File: src/rtl/hexrec_pkg.sv
// Shared constants and types for the HEX record command decoder.
// Assumes ASCII character coding on the receive and status paths.
package hexrec_pkg;

    localparam logic [7:0] CH_COLON = 8'h3A;
    localparam logic [7:0] CH_DOT   = 8'h2E;
    localparam logic [7:0] CH_X     = 8'h58;
    localparam logic [7:0] CH_R     = 8'h52;

    localparam logic [7:0] RT_DATA  = 8'h00;
    localparam logic [7:0] RT_EOF   = 8'h01;
    localparam logic [7:0] RT_OSC   = 8'h02;
    localparam logic [7:0] RT_MISC  = 8'h03;

    // field of the record whose digit pair is being collected
    typedef enum logic [2:0] {
        F_CNT, F_AH, F_AL, F_TYP, F_DAT, F_CS
    } field_e;

    // character-level parser state
    typedef enum logic [1:0] {
        P_IDLE, P_HI, P_LO, P_WAIT
    } pstate_e;

    // dispatcher state
    typedef enum logic {
        D_IDLE, D_CMD
    } dstate_e;

    // verdict taken on a finished or aborted record
    typedef enum logic [2:0] {
        A_NONE, A_X, A_DOT, A_R, A_SEND
    } act_e;

endpackage

File: src/rtl/hexrec_nibble.sv
// ASCII hex digit classifier.
// Maps '0'-'9', 'A'-'F' and 'a'-'f' to a 4-bit value and flags every
// other code as non-hex. Purely combinational.
module hexrec_nibble (
    input  logic [7:0] ch,
    output logic [3:0] nib,
    output logic       is_hex
);

    // classify one character and derive its value
    always_comb begin
        is_hex = 1'b0;
        nib    = ch[3:0];
        if (ch >= 8'h30 && ch <= 8'h39) begin
            is_hex = 1'b1;
        end else if ((ch >= 8'h41 && ch <= 8'h46) || (ch >= 8'h61 && ch <= 8'h66)) begin
            is_hex = 1'b1;
            nib    = ch[3:0] + 4'd9;
        end
    end

endmodule

File: src/rtl/hexrec_parser.sv
// Record parser: walks the fields of one HEX record, assembles digit
// pairs into bytes, keeps a running 8-bit checksum and stores the data
// bytes. Emits rec_done (with rec_ok) after the checksum byte, or
// rec_abort on a malformed record. After rec_done it holds its fields
// and ignores input until release_i. Assumes MAX_BYTES >= 3.
module hexrec_parser #(
    parameter int MAX_BYTES = 16,
    localparam int CNT_W    = $clog2(MAX_BYTES + 1),
    localparam int IDX_W    = $clog2(MAX_BYTES)
) (
    input  logic                   clk,
    input  logic                   rst_n,
    input  logic [7:0]             rx_data,
    input  logic                   rx_valid,
    input  logic [3:0]             nib,
    input  logic                   is_hex,
    input  logic                   release_i,
    output logic                   rec_done,
    output logic                   rec_ok,
    output logic                   rec_abort,
    output logic [CNT_W-1:0]       rec_cnt,
    output logic [15:0]            rec_addr,
    output logic [7:0]             rec_type,
    output logic [MAX_BYTES*8-1:0] rec_data
);
    import hexrec_pkg::*;

    localparam logic [7:0] MAX_B8 = 8'(MAX_BYTES);

    pstate_e          st;
    field_e           fld;
    logic [3:0]       hi_q;
    logic [7:0]       sum_q;
    logic [CNT_W-1:0] idx_q;
    logic [7:0]       buf_q [MAX_BYTES];

    logic [7:0]       cur_byte;
    logic [7:0]       sum_nx;
    logic [CNT_W-1:0] idx_nx;

    // byte formed by the stored high digit and the incoming low digit
    always_comb begin
        cur_byte = {hi_q, nib};
        sum_nx   = sum_q + cur_byte;
        idx_nx   = idx_q + 1'b1;
    end

    // field sequencer, checksum accumulator and field registers
    always_ff @(posedge clk) begin
        if (!rst_n) begin
            st        <= P_IDLE;
            fld       <= F_CNT;
            hi_q      <= '0;
            sum_q     <= '0;
            idx_q     <= '0;
            rec_done  <= 1'b0;
            rec_ok    <= 1'b0;
            rec_abort <= 1'b0;
            rec_cnt   <= '0;
            rec_addr  <= '0;
            rec_type  <= '0;
        end else begin
            rec_done  <= 1'b0;
            rec_abort <= 1'b0;
            case (st)
                P_IDLE: begin
                    if (rx_valid && rx_data == CH_COLON) begin
                        st    <= P_HI;
                        fld   <= F_CNT;
                        sum_q <= '0;
                        idx_q <= '0;
                    end
                end
                P_HI: begin
                    if (rx_valid) begin
                        if (is_hex) begin
                            hi_q <= nib;
                            st   <= P_LO;
                        end else begin
                            rec_abort <= 1'b1;
                            st        <= P_IDLE;
                        end
                    end
                end
                P_LO: begin
                    if (rx_valid) begin
                        if (!is_hex) begin
                            rec_abort <= 1'b1;
                            st        <= P_IDLE;
                        end else begin
                            sum_q <= sum_nx;
                            st    <= P_HI;
                            case (fld)
                                F_CNT: begin
                                    if (cur_byte > MAX_B8) begin
                                        rec_abort <= 1'b1;
                                        st        <= P_IDLE;
                                    end else begin
                                        rec_cnt <= cur_byte[CNT_W-1:0];
                                        fld     <= F_AH;
                                    end
                                end
                                F_AH: begin
                                    rec_addr[15:8] <= cur_byte;
                                    fld            <= F_AL;
                                end
                                F_AL: begin
                                    rec_addr[7:0] <= cur_byte;
                                    fld           <= F_TYP;
                                end
                                F_TYP: begin
                                    if (cur_byte > RT_MISC) begin
                                        rec_abort <= 1'b1;
                                        st        <= P_IDLE;
                                    end else begin
                                        rec_type <= cur_byte;
                                        fld      <= (rec_cnt == '0) ? F_CS : F_DAT;
                                    end
                                end
                                F_DAT: begin
                                    buf_q[idx_q[IDX_W-1:0]] <= cur_byte;
                                    idx_q                   <= idx_nx;
                                    if (idx_nx == rec_cnt) fld <= F_CS;
                                end
                                default: begin
                                    rec_done <= 1'b1;
                                    rec_ok   <= (sum_nx == 8'h00);
                                    st       <= P_WAIT;
                                end
                            endcase
                        end
                    end
                end
                default: begin
                    if (release_i) st <= P_IDLE;
                end
            endcase
        end
    end

    // flatten stored bytes onto the data bus
    for (genvar k = 0; k < MAX_BYTES; k++) begin : g_flat
        assign rec_data[8*k +: 8] = buf_q[k];
    end

    // the parser stays parked until the status has been released
    p_wait_hold_r11: assert property (@(posedge clk) disable iff (!rst_n)
        (st == P_WAIT && !release_i) |=> (st == P_WAIT));

    // the data index never reaches the accepted count while storing
    p_idx_bound_r2: assert property (@(posedge clk) disable iff (!rst_n)
        (st == P_LO && fld == F_DAT) |-> (idx_q < rec_cnt && rec_cnt <= CNT_W'(MAX_BYTES)));

    // a record either completes or aborts, never both
    p_done_xor_abort_r11: assert property (@(posedge clk) disable iff (!rst_n)
        !(rec_done && rec_abort));

endmodule

File: src/rtl/hexrec_dispatch.sv
// Command dispatcher: turns a finished or aborted record into either an
// immediate status character or a command toward the programming agent,
// enforces the oscillator-first rule and validates miscellaneous write
// subfunctions. Assumes cmd_done is only strobed while cmd_valid is high.
module hexrec_dispatch #(
    parameter int MAX_BYTES = 16,
    localparam int CNT_W    = $clog2(MAX_BYTES + 1)
) (
    input  logic             clk,
    input  logic             rst_n,
    input  logic             rec_done,
    input  logic             rec_ok,
    input  logic             rec_abort,
    input  logic [CNT_W-1:0] rec_cnt,
    input  logic [7:0]       rec_type,
    input  logic [23:0]      arg_bytes,
    input  logic             cmd_done,
    input  logic             cmd_fail,
    output logic             cmd_valid,
    output logic             st_valid,
    output logic [7:0]       st_char
);
    import hexrec_pkg::*;

    dstate_e    dst;
    logic       osc_ok;
    act_e       act;
    logic       misc_ok;
    logic [7:0] sub_b, sel_b, dat_b;

    assign sub_b = arg_bytes[7:0];
    assign sel_b = arg_bytes[15:8];
    assign dat_b = arg_bytes[23:16];

    // legality of a miscellaneous write record
    always_comb begin
        misc_ok = 1'b0;
        if (rec_cnt >= CNT_W'(2)) begin
            case (sub_b)
                8'h01:   misc_ok = (sel_b == 8'h00) || (sel_b == 8'h20) || (sel_b == 8'h40)
                                || (sel_b == 8'h80) || (sel_b == 8'hC0);
                8'h04:   misc_ok = 1'b1;
                8'h05:   misc_ok = (sel_b <= 8'h02);
                8'h06:   misc_ok = (rec_cnt >= CNT_W'(3))
                                && ((sel_b <= 8'h01) || (sel_b == 8'h02 && dat_b == 8'h80));
                default: misc_ok = 1'b0;
            endcase
        end
    end

    // verdict on the record presented this cycle
    always_comb begin
        act = A_NONE;
        if (dst == D_IDLE) begin
            if (rec_abort) begin
                act = A_X;
            end else if (rec_done) begin
                if (!rec_ok) begin
                    act = A_X;
                end else begin
                    case (rec_type)
                        RT_EOF:  act = A_DOT;
                        RT_DATA: act = osc_ok ? A_SEND : A_R;
                        RT_OSC:  act = (rec_cnt == '0) ? A_X : A_SEND;
                        RT_MISC: act = misc_ok ? A_SEND : A_X;
                        default: act = A_X;
                    endcase
                end
            end
        end
    end

    // command handshake, status strobe and ordering flag
    always_ff @(posedge clk) begin
        if (!rst_n) begin
            dst       <= D_IDLE;
            osc_ok    <= 1'b0;
            cmd_valid <= 1'b0;
            st_valid  <= 1'b0;
            st_char   <= CH_DOT;
        end else begin
            st_valid <= 1'b0;
            if (dst == D_IDLE) begin
                case (act)
                    A_X:    begin st_valid <= 1'b1; st_char <= CH_X;   end
                    A_DOT:  begin st_valid <= 1'b1; st_char <= CH_DOT; end
                    A_R:    begin st_valid <= 1'b1; st_char <= CH_R;   end
                    A_SEND: begin cmd_valid <= 1'b1; dst <= D_CMD;     end
                    default: ;
                endcase
            end else if (cmd_done) begin
                cmd_valid <= 1'b0;
                dst       <= D_IDLE;
                st_valid  <= 1'b1;
                st_char   <= cmd_fail ? CH_R : CH_DOT;
                if (rec_type == RT_OSC && !cmd_fail) osc_ok <= 1'b1;
            end
        end
    end

    // a pending command stays up until the agent answers
    p_cmd_hold_r8: assert property (@(posedge clk) disable iff (!rst_n)
        (cmd_valid && !cmd_done) |=> cmd_valid);

    // the parser keeps the record fields steady while a command is pending
    p_fields_stable_r8: assert property (@(posedge clk) disable iff (!rst_n)
        (cmd_valid && !cmd_done) |=> ($stable(rec_type) && $stable(rec_cnt) && $stable(arg_bytes)));

    // no data record reaches the agent before the oscillator record
    p_osc_first_r7: assert property (@(posedge clk) disable iff (!rst_n)
        (cmd_valid && rec_type == RT_DATA) |-> osc_ok);

    // status codes come from the fixed set of three
    p_code_set_r11: assert property (@(posedge clk) disable iff (!rst_n)
        st_valid |-> (st_char == CH_X || st_char == CH_DOT || st_char == CH_R));

    // status is a single-cycle strobe and never overlaps a pending command
    p_single_pulse_r11: assert property (@(posedge clk) disable iff (!rst_n)
        st_valid |=> !st_valid);
    p_no_overlap_r11: assert property (@(posedge clk) disable iff (!rst_n)
        !(st_valid && cmd_valid));

endmodule

File: src/rtl/hexrec_cmd_dec.sv
// Top of the HEX record command decoder: digit classifier, record
// parser and dispatcher. The command port mirrors the parser's held
// record fields; they are meaningful while cmd_valid is high.
module hexrec_cmd_dec #(
    parameter int MAX_BYTES = 16,
    localparam int CNT_W    = $clog2(MAX_BYTES + 1)
) (
    input  logic                   clk,
    input  logic                   rst_n,
    input  logic [7:0]             rx_data,
    input  logic                   rx_valid,
    output logic                   cmd_valid,
    output logic [7:0]             cmd_type,
    output logic [15:0]            cmd_addr,
    output logic [CNT_W-1:0]       cmd_len,
    output logic [7:0]             cmd_subfn,
    output logic [7:0]             cmd_sel,
    output logic [MAX_BYTES*8-1:0] cmd_data,
    input  logic                   cmd_done,
    input  logic                   cmd_fail,
    output logic                   st_valid,
    output logic [7:0]             st_char
);

    logic [3:0]             nib;
    logic                   is_hex;
    logic                   rec_done, rec_ok, rec_abort;
    logic [CNT_W-1:0]       rec_cnt;
    logic [15:0]            rec_addr;
    logic [7:0]             rec_type;
    logic [MAX_BYTES*8-1:0] rec_data;

    hexrec_nibble u_nib (
        .ch     (rx_data),
        .nib    (nib),
        .is_hex (is_hex)
    );

    hexrec_parser #(.MAX_BYTES(MAX_BYTES)) u_parse (
        .clk       (clk),
        .rst_n     (rst_n),
        .rx_data   (rx_data),
        .rx_valid  (rx_valid),
        .nib       (nib),
        .is_hex    (is_hex),
        .release_i (st_valid),
        .rec_done  (rec_done),
        .rec_ok    (rec_ok),
        .rec_abort (rec_abort),
        .rec_cnt   (rec_cnt),
        .rec_addr  (rec_addr),
        .rec_type  (rec_type),
        .rec_data  (rec_data)
    );

    hexrec_dispatch #(.MAX_BYTES(MAX_BYTES)) u_disp (
        .clk       (clk),
        .rst_n     (rst_n),
        .rec_done  (rec_done),
        .rec_ok    (rec_ok),
        .rec_abort (rec_abort),
        .rec_cnt   (rec_cnt),
        .rec_type  (rec_type),
        .arg_bytes (rec_data[23:0]),
        .cmd_done  (cmd_done),
        .cmd_fail  (cmd_fail),
        .cmd_valid (cmd_valid),
        .st_valid  (st_valid),
        .st_char   (st_char)
    );

    assign cmd_type  = rec_type;
    assign cmd_addr  = rec_addr;
    assign cmd_len   = rec_cnt;
    assign cmd_subfn = rec_data[7:0];
    assign cmd_sel   = rec_data[15:8];
    assign cmd_data  = rec_data;

endmodule

File: config.mk
export PLATFORM = sky130hd
export DESIGN_NAME = hexrec_cmd_dec
export DESIGN_NICKNAME = d
export VERILOG_FILES = /design/src/rtl/hexrec_pkg.sv /design/src/rtl/hexrec_nibble.sv /design/src/rtl/hexrec_parser.sv /design/src/rtl/hexrec_dispatch.sv /design/src/rtl/hexrec_cmd_dec.sv
export SDC_FILE = /design/constraint.sdc
export NUM_CORES = 1
export LEC_CHECK = 0
export CORE_MARGIN = 3
export CORE_UTILIZATION = 46
export CTS_BUF_LIST = sky130_fd_sc_hd__clkbuf_8
export DETAILED_ROUTE_END_ITERATION = 16
export GPL_TIMING_DRIVEN = 0
export PLACE_DENSITY_LB_ADDON = 0.12
export SLEW_MARGIN = 5
export SYNTH_ARGS = -nofsm -noshare
export SYNTH_HDL_FRONTEND = slang
export SYNTH_HIERARCHICAL = 1
export SYNTH_SLANG_ARGS = --single-unit
File: constraint.sdc
create_clock -name clk -period 3.6 [get_ports clk]
set_clock_uncertainty 0.05 [all_clocks]
set_input_delay 0.36 -clock clk [delete_from_list [all_inputs] [get_ports clk]]
set_output_delay 0.36 -clock clk [all_outputs]
set_load 0.02 [all_outputs]
* After elaboration in Yosys (flattened, before gate mapping)
Memory sizes are Yosys's and may differ from the RTL's.
Index checks and enable logic that the tools add are counted.
** Word-level totals
- Memory bits (writable) :: 128
- Memories :: 1
- Bits of input ports :: 13
- Word-level logic and storage cells :: 182
- Flip-flop bits (word level) :: 66
- Output and inout port bits :: 183
** Cells by class
- $add $sub $neg :: 3
- Magnitude comparators :: 12
- Eq/ne operators :: 35
- Bitwise operators :: 3
- Mux-type cells :: 70
- Reductions and logical operators :: 41
** Memories
- u_parse.buf_q :: depth 16, width 8, read ports 16, clocked after memory_dff 0, wr ports 1, line hexrec_parser.sv:35 : logic [7:0] buf_q [MAX_BYTES];
** Operator list (number)
- $mux 8 :: 5
- $mux 3 :: 13
- $mux 1 :: 28
- $eq 8x2->1 const B :: 3
- $eq 8x3->1 const B :: 3
- $eq 8x8->1 const B :: 3
- $logic_not 8->1 :: 3
- $pmux 8 s3 :: 1
- $reduce_and 4->1 :: 6
- $mux 5 :: 4
- $eq 8x1->1 const B :: 2
- $eq 8x6->1 const B :: 2
- $ge 8x7->1 const B :: 2
- $le 8x7->1 const B :: 2
- $pmux 8 s2 :: 1
- $pmux 3 s5 :: 1
- $reduce_and 5->1 :: 3
- $eq 3x2->1 const B :: 4
- $mux 2 :: 6
- $pmux 2 s3 :: 2
- $pmux 3 s4 :: 1
- $ge 5x2->1 const B :: 2
- $pmux 5 s2 :: 1
- $add 8x8->8 :: 1
- other kinds (38) :: 65

* Longest topological paths before layout
An unclocked memory read counts as a cell.
- Word-level depth :: 18
- Mapped depth :: 12
- Depth with buffers taken out :: 12

* By module
Netlist, hierarchy kept.
** Modules (own cells, without submodules)
- hexrec_parser :: area an instance 6816.5 µm², times used 1, cells an instance 470
- hexrec_dispatch :: area an instance 715.7 µm², times used 1, cells an instance 84
- hexrec_nibble :: area an instance 188.9 µm², times used 1, cells an instance 24
- hexrec_cmd_dec :: area an instance 120.1 µm², times used 1, cells an instance 16

* Worst setup path after synthesis
Ideal clock, no wire load.
- Kind :: input to register
- Start point :: input port rx_data[1]
- End point :: register u_parse.rec_ok
- Path buffers :: 0
- Cell stages on the path :: 11
- Path slack :: -0.015 ns
- Data arrival time :: 3.496 ns
- Path through :: inv_1 ha_1 nand2b_1 o21a_4 o221ai_1 ha_1 a211o_1 a21o_1 and3_4 or4_1 o21ai_1
** Between the ends
- Word-level cells in the longest chain between the ends :: 7
** Ends and longest elaborated chain
- start: declaration :: line hexrec_cmd_dec.sv:10 : input logic [7:0] rx_data,
- $ge 8x7->1 / $le 8x7->1 (equally long branches) :: line hexrec_nibble.sv:16 : end else if ((ch >= 8'h41 && ch <= 8'h46) || (ch >= 8'h61 && ch <= 8'h66)) begin
- $logic_and 1x1->1 :: line hexrec_nibble.sv:16
- $logic_or 1x1->1 :: line hexrec_nibble.sv:16
- $mux 4 :: line hexrec_nibble.sv:16
- $mux 4 (*) :: line hexrec_nibble.sv:14 : if (ch >= 8'h30 && ch <= 8'h39) begin
- via nib[1] :: line hexrec_cmd_dec.sv:25 : logic [3:0] nib;
- $add 8x8->8 (*) :: line hexrec_parser.sv:44 : sum_nx = sum_q + cur_byte;
- $logic_not 8->1 (*) :: line hexrec_parser.sv:127 : rec_ok <= (sum_nx == 8'h00);
- end signal: assignment :: line hexrec_parser.sv:127
- end: declaration :: line hexrec_parser.sv:19 : output logic rec_ok,
The timed path passes the listed nets; every way through them passes the cells marked *.
A chain may end at the register's enable or synchronous reset.

* Worst setup path in the final report
- Start point :: input port rx_data[0]
- End point :: register u_parse.rec_ok
The elaborated chain is that of the path after synthesis.

==> impl_metrics.csv <==
group,metric,value,unit
logic_synthesis,seq_area_frac_synth,64.8,%
logic_synthesis,synth-xor-area-share,1.01,%
global_route,antenna_found_initial,0,
detailed_routing,avgRoutedWirePerCell,19.5,um
timing,drv_slew,0,
logic_synthesis,synth_simple_gate_area_share,13.5,%
timing,setup_tns,0,ns
power_and_ir_drop,switchingPower,883,uW
placed_design,finalWeightedCongestion,0.868,
detailed_routing,vias,5700,
cells_and_area,regArea,5080,um2
setup_path,arrival,3.90,ns
detailed_routing,drc_errors,0,
detailed_routing,ant_nets,0,
timing,period_share,98.6,%
placed_design,dp_hpwl,13800,um
power_and_ir_drop,p_leak,3.93,nW
detailed_routing,drtIter0Drc,474,
logic_synthesis,synth_common_cells,"edfxtp_1, nor2_1, dfxtp_1",
power_and_ir_drop,p_clk_share,36.4,%
global_route,grt_first_pass_wirelength,30800,um
floorplan,die_w,137,um
logic_synthesis,synth_top_flop_cell,"edfxtp_1",
floorplan,die_h,137,um
power_and_ir_drop,ir_drop,0.260,mV
floorplan,io_pins,196,
floorplan,die_area,18600,um2
power_and_ir_drop,powerDensity,358,nW/um2
logic_synthesis,yosysMostFrequentCell,"edfxtp_1",
logic_synthesis,synthCells,594,
timing,tightest_slew,1.08,ns
logic_synthesis,netlist_area,7840,um2
cells_and_area,syn2layout_area_growth,36.0,%
placed_design,io_buffers,192,
logic_synthesis,avgSynthCellArea,13.2,um2
cells_and_area,drive_gt1_share,12.4,%
timing,fin_ws,0.0488,ns
logic_synthesis,yosys.area.top_type_share,49.0,%
cells_and_area,antenna_cells,0,
detailed_routing,first_pass_iters,5,
setup_path,critPathMaxFanout,7,
power_and_ir_drop,p_int,2.94,mW
cts,clk_pin_slew,0.10,ns
placed_design,pre_cts_ws,-0.825,ns
logic_synthesis,synth_edf_count,128,
timing,relSlewSlack,28.0,%
setup_path,critPathRequiredTime,3.94,ns
setup_path,r2r_slack,0.73,ns
floorplan,initial_core_util,47.1,%
timing,rsz0062_at_grt,"yes",
cts,cts_tree,"yes",
logic_synthesis,yosys-mux-area-fraction,3.97,%
logic_synthesis,synth.area.top_cells,"edfxtp_1, dfxtp_1, mux2i_1, nor2_1, ha_1",
power_and_ir_drop,sw_frac_of_total,23.1,%
cells_and_area,nNetsFinal,844,
cts,h-tree-depth,4,
setup_path,cp-start-kind,"primary input",
setup_path,crit_path_end_kind,"flop",
outcome,status,"finished, final reports clean",
cts,clock_path_buffers,2,
global_route,first_global_vias,5530,
logic_synthesis,synth_compound_area_share,9.80,%
global_route,grt_max_degree,25,
timing,final-setup-viol-count,0,
detailed_routing,drt_wl_total,20400,um
power_and_ir_drop,seq_power_share,60.6,%
cells_and_area,multi_input_area,2630,um2
cts,clk_latency,0.46,ns
timing,hold_viol,0,
logic_synthesis,synthArstFlopShare,0,%
detailed_routing,vias_per_cell,5.46,
timing,fmax,0.282,GHz
logic_synthesis,synth_seq_cells,190,
worst_hold_path,min_path_type,"primary input to flop",
logic_synthesis,synth_area_leader_cell,"edfxtp_1",
power_and_ir_drop,pwr-share-comb,3.0,%
logic_synthesis,yosysUniqueCellTypes,83,
floorplan,rows,47,
logic_synthesis,yosys_warnings,6,
cts,cts_buffers,17,
logic_synthesis,synth_top_family_by_area,"simple AND/OR/NAND/NOR gates",
global_route,grt_usage,21.8,%
cts,ctsRootBufferMaster,"clkbuf_8",
job,cap_viol_max_count,0,
setup_path,path_class,"primary input to flop",
logic_synthesis,synthAdderAreaFrac,3.13,%
floorplan,core_area,16600,um2
cts,cts_sinks,190,
global_route,overflow,0,
timing,period_needed,3.55,ns
cells_and_area,fill_cells,1286,
==> metal layers <==
metal,track usage [%],wire [um],up-vias
met2,37.4,10300,203
met5,0,0,-
met4,6.55,291,0
met3,5.04,1290,26
met1,27.6,8450,2801
li1,-,-,2670
==> sequential cells by signal (all words and copies together) (netlist names), 2 cells and up <==
signal,cells
u_parse/rec_type,8
u_parse/fld,3
u_parse/idx_q,5
u_parse/sum_q,8
u_parse/buf_q,128
u_disp/st_char,4
u_parse/rec_addr,16
u_parse/rec_cnt,5
u_parse/hi_q,4
u_parse/st,2
==> per-stage QoR <==
step                instance area [um2]  hold WS, ns  power (mW)  utilization, %  instances
CTS                               10500        0.247        3.85            63.4       1040
finish                            10700        0.288        3.82            64.1       1044
detailed placement                10100        0.415        2.47            60.6       1008
global placement                  10000        0.403        2.46            60.4       1007
floorplan                          7850        0.381        2.41               -        595
global route                      10700        0.285        3.96            64.1       1044
==> critical path: stages <==
cell and delay, ns:
clkdlybuf4s50_1 0.55, inv_2 0.24, ha_1 0.20, nand2b_1 0.12, o21a_4 0.29, mux2i_4 0.22, ha_2 0.24, fa_1 0.43
a211o_1 0.32, nand3_1 0.10, nand3b_1 0.12, or4_1 0.58, o21ai_1 0.14
==> worst paths after layout <==
check                                      start                 to  cells after the start
worst min register to register  u_parse/sum_q[7]   u_parse/sum_q[7]                      2
worst min-delay path                    rx_valid  u_parse/rec_abort                      3
worst max register to register   u_parse/hi_q[1]     u_parse/rec_ok                      6
worst max-delay path                  rx_data[0]     u_parse/rec_ok                     13
==> power groups by stage <==
stage          combinational [mW]  clock (mW)  sequential [mW]
2_1_floorplan              0.0502           0             2.36
3_3_place_gp               0.0969           0             2.36
3_5_place_dp                0.107           0             2.36
4_1_cts                     0.113        1.42             2.31
5_1_grt                     0.125        1.52             2.31
6_report                    0.116        1.39             2.31
==> cell families (layout without fill, tap and decap cells) <==
group,Yosys count,after routing
other,1,2
DFF,190,190
muxes,31,32
xor gates and xnor gates,9,9
and+or+nand+nor,184,184
adders and majority gates,19,19
AOI/OAI and AO/OA,103,103
buffers and inverters,57,285
==> cell usage in the layout, fill, tap and decap left out, types with 5 or more instances in the layout <==
master and n:
and3_1 7, nor2_4 5, dfxtp_1 62, nand2b_1 6, xnor2_1 6, nand2_1 20
edfxtp_1 128, o21ai_0 12, or4_1 5, a21oi_1 17, ha_1 17, o211ai_1 5
nor2_1 50, clkbuf_1 17, buf_4 24, nor2_2 8, inv_1 16, mux2i_1 29
nor4b_1 6, a211oi_1 5, nor2b_1 7, a22oi_1 8, clkdlybuf4s50_1 191, nand3_1 15
or3_1 5, clkbuf_8 17, a31oi_1 6, nor3_1 9
==> what timing repair did <==
action                                  4_1_cts  5_1_grt
pin swaps                                     0        2
gates cloned                                  1        0
endpoints found under the setup margin       34      131
setup buffers                                 0        4
hold buffers                                  0        0
resized for setup                            10       23
==> cell type report <==
type,instances,share of cell area (%)
timing repair buffer,197,18.5
multi-input combinational,349,24.7
tap,220,2.58
inverter,18,0.634
clock buffer,17,2.19
buffer,39,2.09
sequential,190,47.7
clock inverter,14,1.62
(Power assumes the default switching activity.)
